<file path="config.mk">
export PLATFORM = sky130hd
export DESIGN_NAME = trig_addr_match
export DESIGN_NICKNAME = d
export VERILOG_FILES = /design/src/rtl/trig_pkg.sv /design/src/rtl/trig_cfg_decode.sv /design/src/rtl/trig_cmp.sv /design/src/rtl/trig_addr_match.sv
export SDC_FILE = /design/constraint.sdc
export NUM_CORES = 1
export LEC_CHECK = 0
export BUFFER_PORTS_ARGS = -buffer_cell sky130_fd_sc_hd__buf_2
export CAP_MARGIN = 5
export CORE_MARGIN = 2
export CORE_UTILIZATION = 50
export CTS_CLUSTER_DIAMETER = 150
export CTS_CLUSTER_SIZE = 10
export DETAILED_ROUTE_END_ITERATION = 7
export GPL_ROUTABILITY_DRIVEN = 1
export PLACE_DENSITY_LB_ADDON = 0.05
export REMOVE_ABC_BUFFERS = 1
export SYNTH_ARGS = -nofsm -noshare
export SYNTH_HDL_FRONTEND = slang
export SYNTH_SLANG_ARGS = --single-unit
</file>
<file path="constraint.sdc">
create_clock -name clk -period 13 [get_ports clk]
set_clock_uncertainty 0.2 [all_clocks]
set_input_delay 3.9 -clock clk [delete_from_list [all_inputs] [get_ports clk]]
set_output_delay 3.9 -clock clk [all_outputs]
set_load 0.02 [all_outputs]
</file>
<file path="src/rtl/trig_pkg.sv">
package trig_pkg;

    // Control word bit positions, shared with the register file that writes them
    localparam int unsigned BIT_LOAD    = 0;
    localparam int unsigned BIT_STORE   = 1;
    localparam int unsigned BIT_EXEC    = 2;
    localparam int unsigned BIT_PRIV0   = 3;
    localparam int unsigned BIT_SZ_LO   = 16;
    localparam int unsigned BIT_SZ_HI   = 21;
    localparam int unsigned LEN_W       = 4;

    typedef enum logic [1:0] {
        PRIV_USER  = 2'd0,
        PRIV_SUPER = 2'd1,
        PRIV_RSVD  = 2'd2,
        PRIV_MACH  = 2'd3
    } priv_e;

    typedef enum logic [1:0] {
        SRC_NONE = 2'd0,
        SRC_MEM  = 2'd1,
        SRC_EXEC = 2'd2
    } hit_src_e;

    typedef struct packed {
        logic             on_load;
        logic             on_store;
        logic             on_exec;
        logic [3:0]       priv_en;   // indexed by privilege level
        logic [LEN_W-1:0] len;       // watched bytes for memory accesses
    } trig_cfg_t;

    // Size code to watched length; unsupported codes fall back to any-size
    function automatic logic [LEN_W-1:0] size_to_len(input logic [3:0] code);
        logic [LEN_W-1:0] len;
        case (code)
            4'd1:    len = 4'd1;
            4'd2:    len = 4'd2;
            4'd3:    len = 4'd4;
            4'd5:    len = 4'd8;
            default: len = 4'd8;
        endcase
        return len;
    endfunction

    function automatic logic priv_allowed(input logic [3:0] en, input priv_e lvl);
        return en[lvl];
    endfunction

    function automatic logic cfg_enabled(input trig_cfg_t cfg);
        return (|cfg.priv_en) && (cfg.on_load || cfg.on_store || cfg.on_exec);
    endfunction

endpackage

</file>
<file path="src/rtl/trig_cfg_decode.sv">
module trig_cfg_decode
    import trig_pkg::*;
#(
    parameter int unsigned XLEN = 32
) (
    input  logic [XLEN-1:0] ctrl,
    output trig_cfg_t       cfg
);

    logic [3:0] size_code;
    logic       unused_ctrl;

    generate
        if (XLEN >= 64) begin : g_wide
            assign size_code = {ctrl[BIT_SZ_HI+1:BIT_SZ_HI], ctrl[BIT_SZ_LO+1:BIT_SZ_LO]};
        end else begin : g_narrow
            assign size_code = {2'b00, ctrl[BIT_SZ_LO+1:BIT_SZ_LO]};
        end
    endgenerate

    always_comb begin
        cfg          = '0;
        cfg.on_load  = ctrl[BIT_LOAD];
        cfg.on_store = ctrl[BIT_STORE];
        cfg.on_exec  = ctrl[BIT_EXEC];
        // level 2 has no enable bit
        cfg.priv_en  = {ctrl[BIT_PRIV0+3], 1'b0, ctrl[BIT_PRIV0+1], ctrl[BIT_PRIV0]};
        cfg.len      = size_to_len(size_code);
    end

    assign unused_ctrl = ^ctrl;

endmodule

</file>
<file path="src/rtl/trig_cmp.sv">
module trig_cmp
    import trig_pkg::*;
#(
    parameter int unsigned XLEN = 32
) (
    input  trig_cfg_t       cfg,
    input  logic [XLEN-1:0] tdata2,
    input  priv_e           lvl,
    input  logic            exec_valid,
    input  logic [XLEN-1:0] exec_pc,
    input  logic            mem_valid,
    input  logic            mem_store,
    input  logic [XLEN-1:0] mem_addr,
    input  logic [1:0]      mem_size,
    output logic            hit_exec,
    output logic            hit_mem
);

    // Extended width so that range ends near the top of memory do not wrap
    localparam int unsigned EW = XLEN + LEN_W + 1;

    logic          armed;
    logic          kind_ok;
    logic [EW-1:0] acc_lo, acc_hi, win_lo, win_hi;
    logic          overlap;

    assign armed   = cfg_enabled(cfg) && priv_allowed(cfg.priv_en, lvl);
    assign kind_ok = mem_store ? cfg.on_store : cfg.on_load;

    always_comb begin
        acc_lo  = EW'(mem_addr);
        acc_hi  = acc_lo + (EW'(1) << mem_size);
        win_lo  = EW'(tdata2);
        win_hi  = win_lo + EW'(cfg.len);
        overlap = (acc_lo < win_hi) && (win_lo < acc_hi);
    end

    assign hit_exec = armed && exec_valid && cfg.on_exec && (exec_pc == tdata2);
    assign hit_mem  = armed && mem_valid && kind_ok && overlap;

endmodule

</file>
<file path="src/rtl/trig_addr_match.sv">
module trig_addr_match
    import trig_pkg::*;
#(
    parameter int unsigned XLEN     = 32,
    parameter int unsigned NUM_TRIG = 2,
    parameter bit          REG_OUT  = 1'b1
) (
    input  logic                          clk,
    input  logic                          rst,
    input  logic [NUM_TRIG-1:0][XLEN-1:0] trig_ctrl,
    input  logic [NUM_TRIG-1:0][XLEN-1:0] trig_addr,
    input  logic [1:0]                    priv_lvl,
    input  logic                          exec_valid,
    input  logic [XLEN-1:0]               exec_pc,
    input  logic                          mem_valid,
    input  logic                          mem_store,
    input  logic [XLEN-1:0]               mem_addr,
    input  logic [1:0]                    mem_size,
    output logic                          brk_req,
    output logic [XLEN-1:0]               brk_tval
);

    trig_cfg_t [NUM_TRIG-1:0] cfg;
    logic      [NUM_TRIG-1:0] hit_exec;
    logic      [NUM_TRIG-1:0] hit_mem;
    priv_e                    lvl;
    hit_src_e                 src;
    logic                     req_d;
    logic      [XLEN-1:0]     tval_d;

    assign lvl = priv_e'(priv_lvl);

    generate
        for (genvar t = 0; t < NUM_TRIG; t++) begin : g_trig
            trig_cfg_decode #(.XLEN(XLEN)) dec_i (
                .ctrl (trig_ctrl[t]),
                .cfg  (cfg[t])
            );
            trig_cmp #(.XLEN(XLEN)) cmp_i (
                .cfg        (cfg[t]),
                .tdata2     (trig_addr[t]),
                .lvl        (lvl),
                .exec_valid (exec_valid),
                .exec_pc    (exec_pc),
                .mem_valid  (mem_valid),
                .mem_store  (mem_store),
                .mem_addr   (mem_addr),
                .mem_size   (mem_size),
                .hit_exec   (hit_exec[t]),
                .hit_mem    (hit_mem[t])
            );
        end
    endgenerate

    // Instruction trap is taken before its own access
    always_comb begin
        if (|hit_exec)      src = SRC_EXEC;
        else if (|hit_mem)  src = SRC_MEM;
        else                src = SRC_NONE;
        req_d = (src != SRC_NONE);
        case (src)
            SRC_EXEC: tval_d = exec_pc;
            SRC_MEM:  tval_d = mem_addr;
            default:  tval_d = '0;
        endcase
    end

    generate
        if (REG_OUT) begin : g_reg
            always_ff @(posedge clk) begin
                if (rst) begin
                    brk_req  <= 1'b0;
                    brk_tval <= '0;
                end else begin
                    brk_req  <= req_d;
                    brk_tval <= tval_d;
                end
            end
        end else begin : g_comb
            assign brk_req  = req_d;
            assign brk_tval = tval_d;
        end
    endgenerate

endmodule

</file>
==> reports/results.tsv <==
stage	metric	value	unit
clock_network	H-tree levels	2	
synthesis	Post-Synth Simple-Gate Area	25.69	%
synthesis	Synth Area in Compound Gates	19.97	%
synthesis	Synth Flop Type	dfxtp_1	
sta	Final Cycle Share	74.60	%
run_status	status	complete, no violations	
sta	Hold Vio Cnt, Final	0	
finish	Area Growth Syn to Fin	16.61	%
sta	Final Setup Violations	0	
die	initial core utilization	50.89	%
clock_network	clock tree root driver cell	clkbuf_16	
die	Core ar.	14480	sq um
detailed_routing	DRC violations left	0	
die	die height	125.4	microns
setup_path	WP data required	12.94	ns
global_routing	vias in the first global route	7378	
global_routing	total grt overflow	0	
detailed_routing	vias per cell	6.000	
synthesis	post-synthesis cell area	7368	sq um
clock_network	CTS tree	yes	
synthesis	post-synthesis area per instance	7.906	sq um
setup_path	Startpoint Class	input port	
pwr	overall power	475.4	uW
synthesis	number of synthesized flops with an enable pin	0	
synthesis	multiplexer share of the synthesized area	0.7641	%
detailed_routing	wire per inst	20.18	microns
pwr	power per cell area	55.33	nW/um^2
clock_network	CTS Hold Buffers Added	0	
sta	min Tclk post-route	9.698	ns
sta	Final Slew Violations	0	
synthesis	FFs w/ async S/R, synth	0	%
die	die width	125.4	microns
detailed_routing	routed wire length	26130	microns
sta	Worst-Margin Slew	1.056	ns
global_routing	total track usage	32.43	%
synthesis	Unique masters post-synth	82	
global_routing	largest net degree at the start of global routing	31	
clock_network	clock buffer depth	2	
finish	# nets final	1441	
sta	RSZ-0062 raised after global routing	no	
synthesis	adder-cell share of the synthesized area	22.55	%
placed_design	DP HPWL	22170	microns
finish	share of cells above drive strength 1	23.15	%
placed_design	dpl cells	1286	
detailed_routing	vias	7770	
pwr	leakage	0.003953	uW
global_routing	first-pass GRT wire length	39960	microns
die	row cnt	44	
pwr	VDD IR max	0.03745	mV
sta	Achievable Freq	103.1	MHz
die	die area	15720	sq um
detailed_routing	drt first pass iters	5	
finish	commonest cells after routing, fill and taps aside	buf_2 (185), ha_1 (128), nand2_1 (105)	
setup_path	critical path endpoint category	flop	
synthesis	Seq cells post-synth	33	
placed_design	PortBufs	185	
global_routing	initial antenna violation count	1	
finish	most common cell after layout, fill and taps aside	buf_2	
sta	setup TNS	0	ns
detailed_routing	Iteration-0 DRC Markers	483	
clock_network	clock sink count	33	
placed_design	Placer Congestion	0.9960	
setup_path	CP max FO	16	
clock_network	Setup Buffers After CTS	0	
synthesis	XOR/XNOR Fraction of Synth Area	18.14	%
sta	Slew HR	29.61	%
min_path	Min-Delay Path Class	input port to flop	
clock_network	Num CTS Buffers	5	
run	max cap viols	0	
clock_network	cts repair resizes	0	
die	# IOs	234	
finish	Final Non-Filler Cells	1295	
finish	fillcell total	1449	
synthesis	largest family of logic cells by synthesized area	simple AND/OR/NAND/NOR gates	
synthesis	Post-Synthesis Cells	932	
setup_path	crit path DAT	9.64	ns
setup_path	kind of critical path	input port to flop	
synthesis	Seq/Total Area, Yosys	8.966	%
clock_network	clk slew on worst S/H paths	0.06	ns
synthesis	Yosys warnings	0	
detailed_routing	ANT nets after route	0	
## synth_stat cells, types with 4 or more instances
cell type | instances | area [sq um]
nand2_1 | 105 | 394.1
clkbuf_1 | 10 | 37.54
a21oi_1 | 31 | 155.2
nor2b_1 | 8 | 50.05
o21ai_0 | 27 | 135.1
dfxtp_1 | 33 | 660.6
a31oi_1 | 8 | 50.05
o211ai_1 | 4 | 30.03
nand2b_1 | 14 | 87.58
xnor2_1 | 60 | 525.5
inv_1 | 50 | 187.7
ha_1 | 128 | 1602
o31ai_2 | 29 | 362.9
mux2_2 | 5 | 56.30
a21o_1 | 34 | 255.2
and4_1 | 6 | 52.55
nand4_1 | 34 | 212.7
xor2_1 | 90 | 788.3
or3_1 | 5 | 31.28
a2111oi_0 | 7 | 61.31
nor4_1 | 29 | 181.4
o21ai_1 | 5 | 25.02
nor2_1 | 61 | 229.0
nand3_1 | 34 | 170.2
nor3_1 | 20 | 100.1
and3_1 | 9 | 56.30
and2_1 | 7 | 43.79
## routing by layer
metal,routed length (microns),GRT usage [%],vias up
met5,0,0,-
met4,722,10.20,0
met3,1714,4.493,48
met2,12470,56.49,299
met1,11230,41.44,3638
li1,-,-,3785
## area by class of cell
type	count	area, sq um	share of cell area, %
tap	184	230.2	2.679
clock buffer	6	128.9	1.500
inverter	52	195.2	2.272
antenna	1	2.502	0.02912
multi-input combinational	830	6424	74.76
clock inverter	2	10.01	0.1165
timing repair buffer	187	940.9	10.95
sequential	33	660.6	7.689
## path summary, 6_finish.rpt
check,from,endpoint,slack (ns),cells after the start
max,mem_size[1],brk_tval[7],3.30,23
min,rst,brk_req,3.63,2
## through the flow
step / worst slack [ns] / area [sq um] / util [%] / hold WS [ns]
after floorplan: 4.329 / 7274 / - / 3.769
after global placement: 3.067 / 8451 / 58.37 / 3.926
after detailed placement: 3.031 / 8451 / 58.37 / 3.926
after CTS: 3.341 / 8589 / 59.32 / 3.625
after global routing: 2.895 / 8589 / 59.32 / 3.646
final: 3.302 / 8592 / 59.34 / 3.629
## logic make-up after synthesis
kind of cell	count (synthesis)
xor+xnor	151
flops	33
fa+ha+maj	131
simple gates	360
buf+inv	69
mux	5
compound gates	183
## worst max-delay path: stages
cell and delay (ns):
buf_2 0.11, nor2_1 0.11, ha_1 0.21, inv_1 0.07
fa_1 0.42, nor2b_1 0.13, o21a_1 0.20, or2_0 0.48
nand2_1 0.20, nor3_1 0.30, and3_1 0.22, xnor2_1 0.09
ha_1 0.34, nand3_1 0.12, a2111oi_0 0.44, nand2_1 0.12
o21ai_1 0.16, a2111oi_2 0.13, a2111oi_0 0.41, and4bb_4 0.31
a21boi_4 0.62, buf_4 0.42, o31ai_1 0.11
## registers in the layout (all words and copies together) (netlist names)
name	flops
brk_req	1
brk_tval	32
## report_power, final
part	total [uW]	switching [uW]	internal [uW]
registers	104	0.441	103
logic	251	154	96.6
clock network	121	50.3	70.5
(Power assumes the default switching activity.)
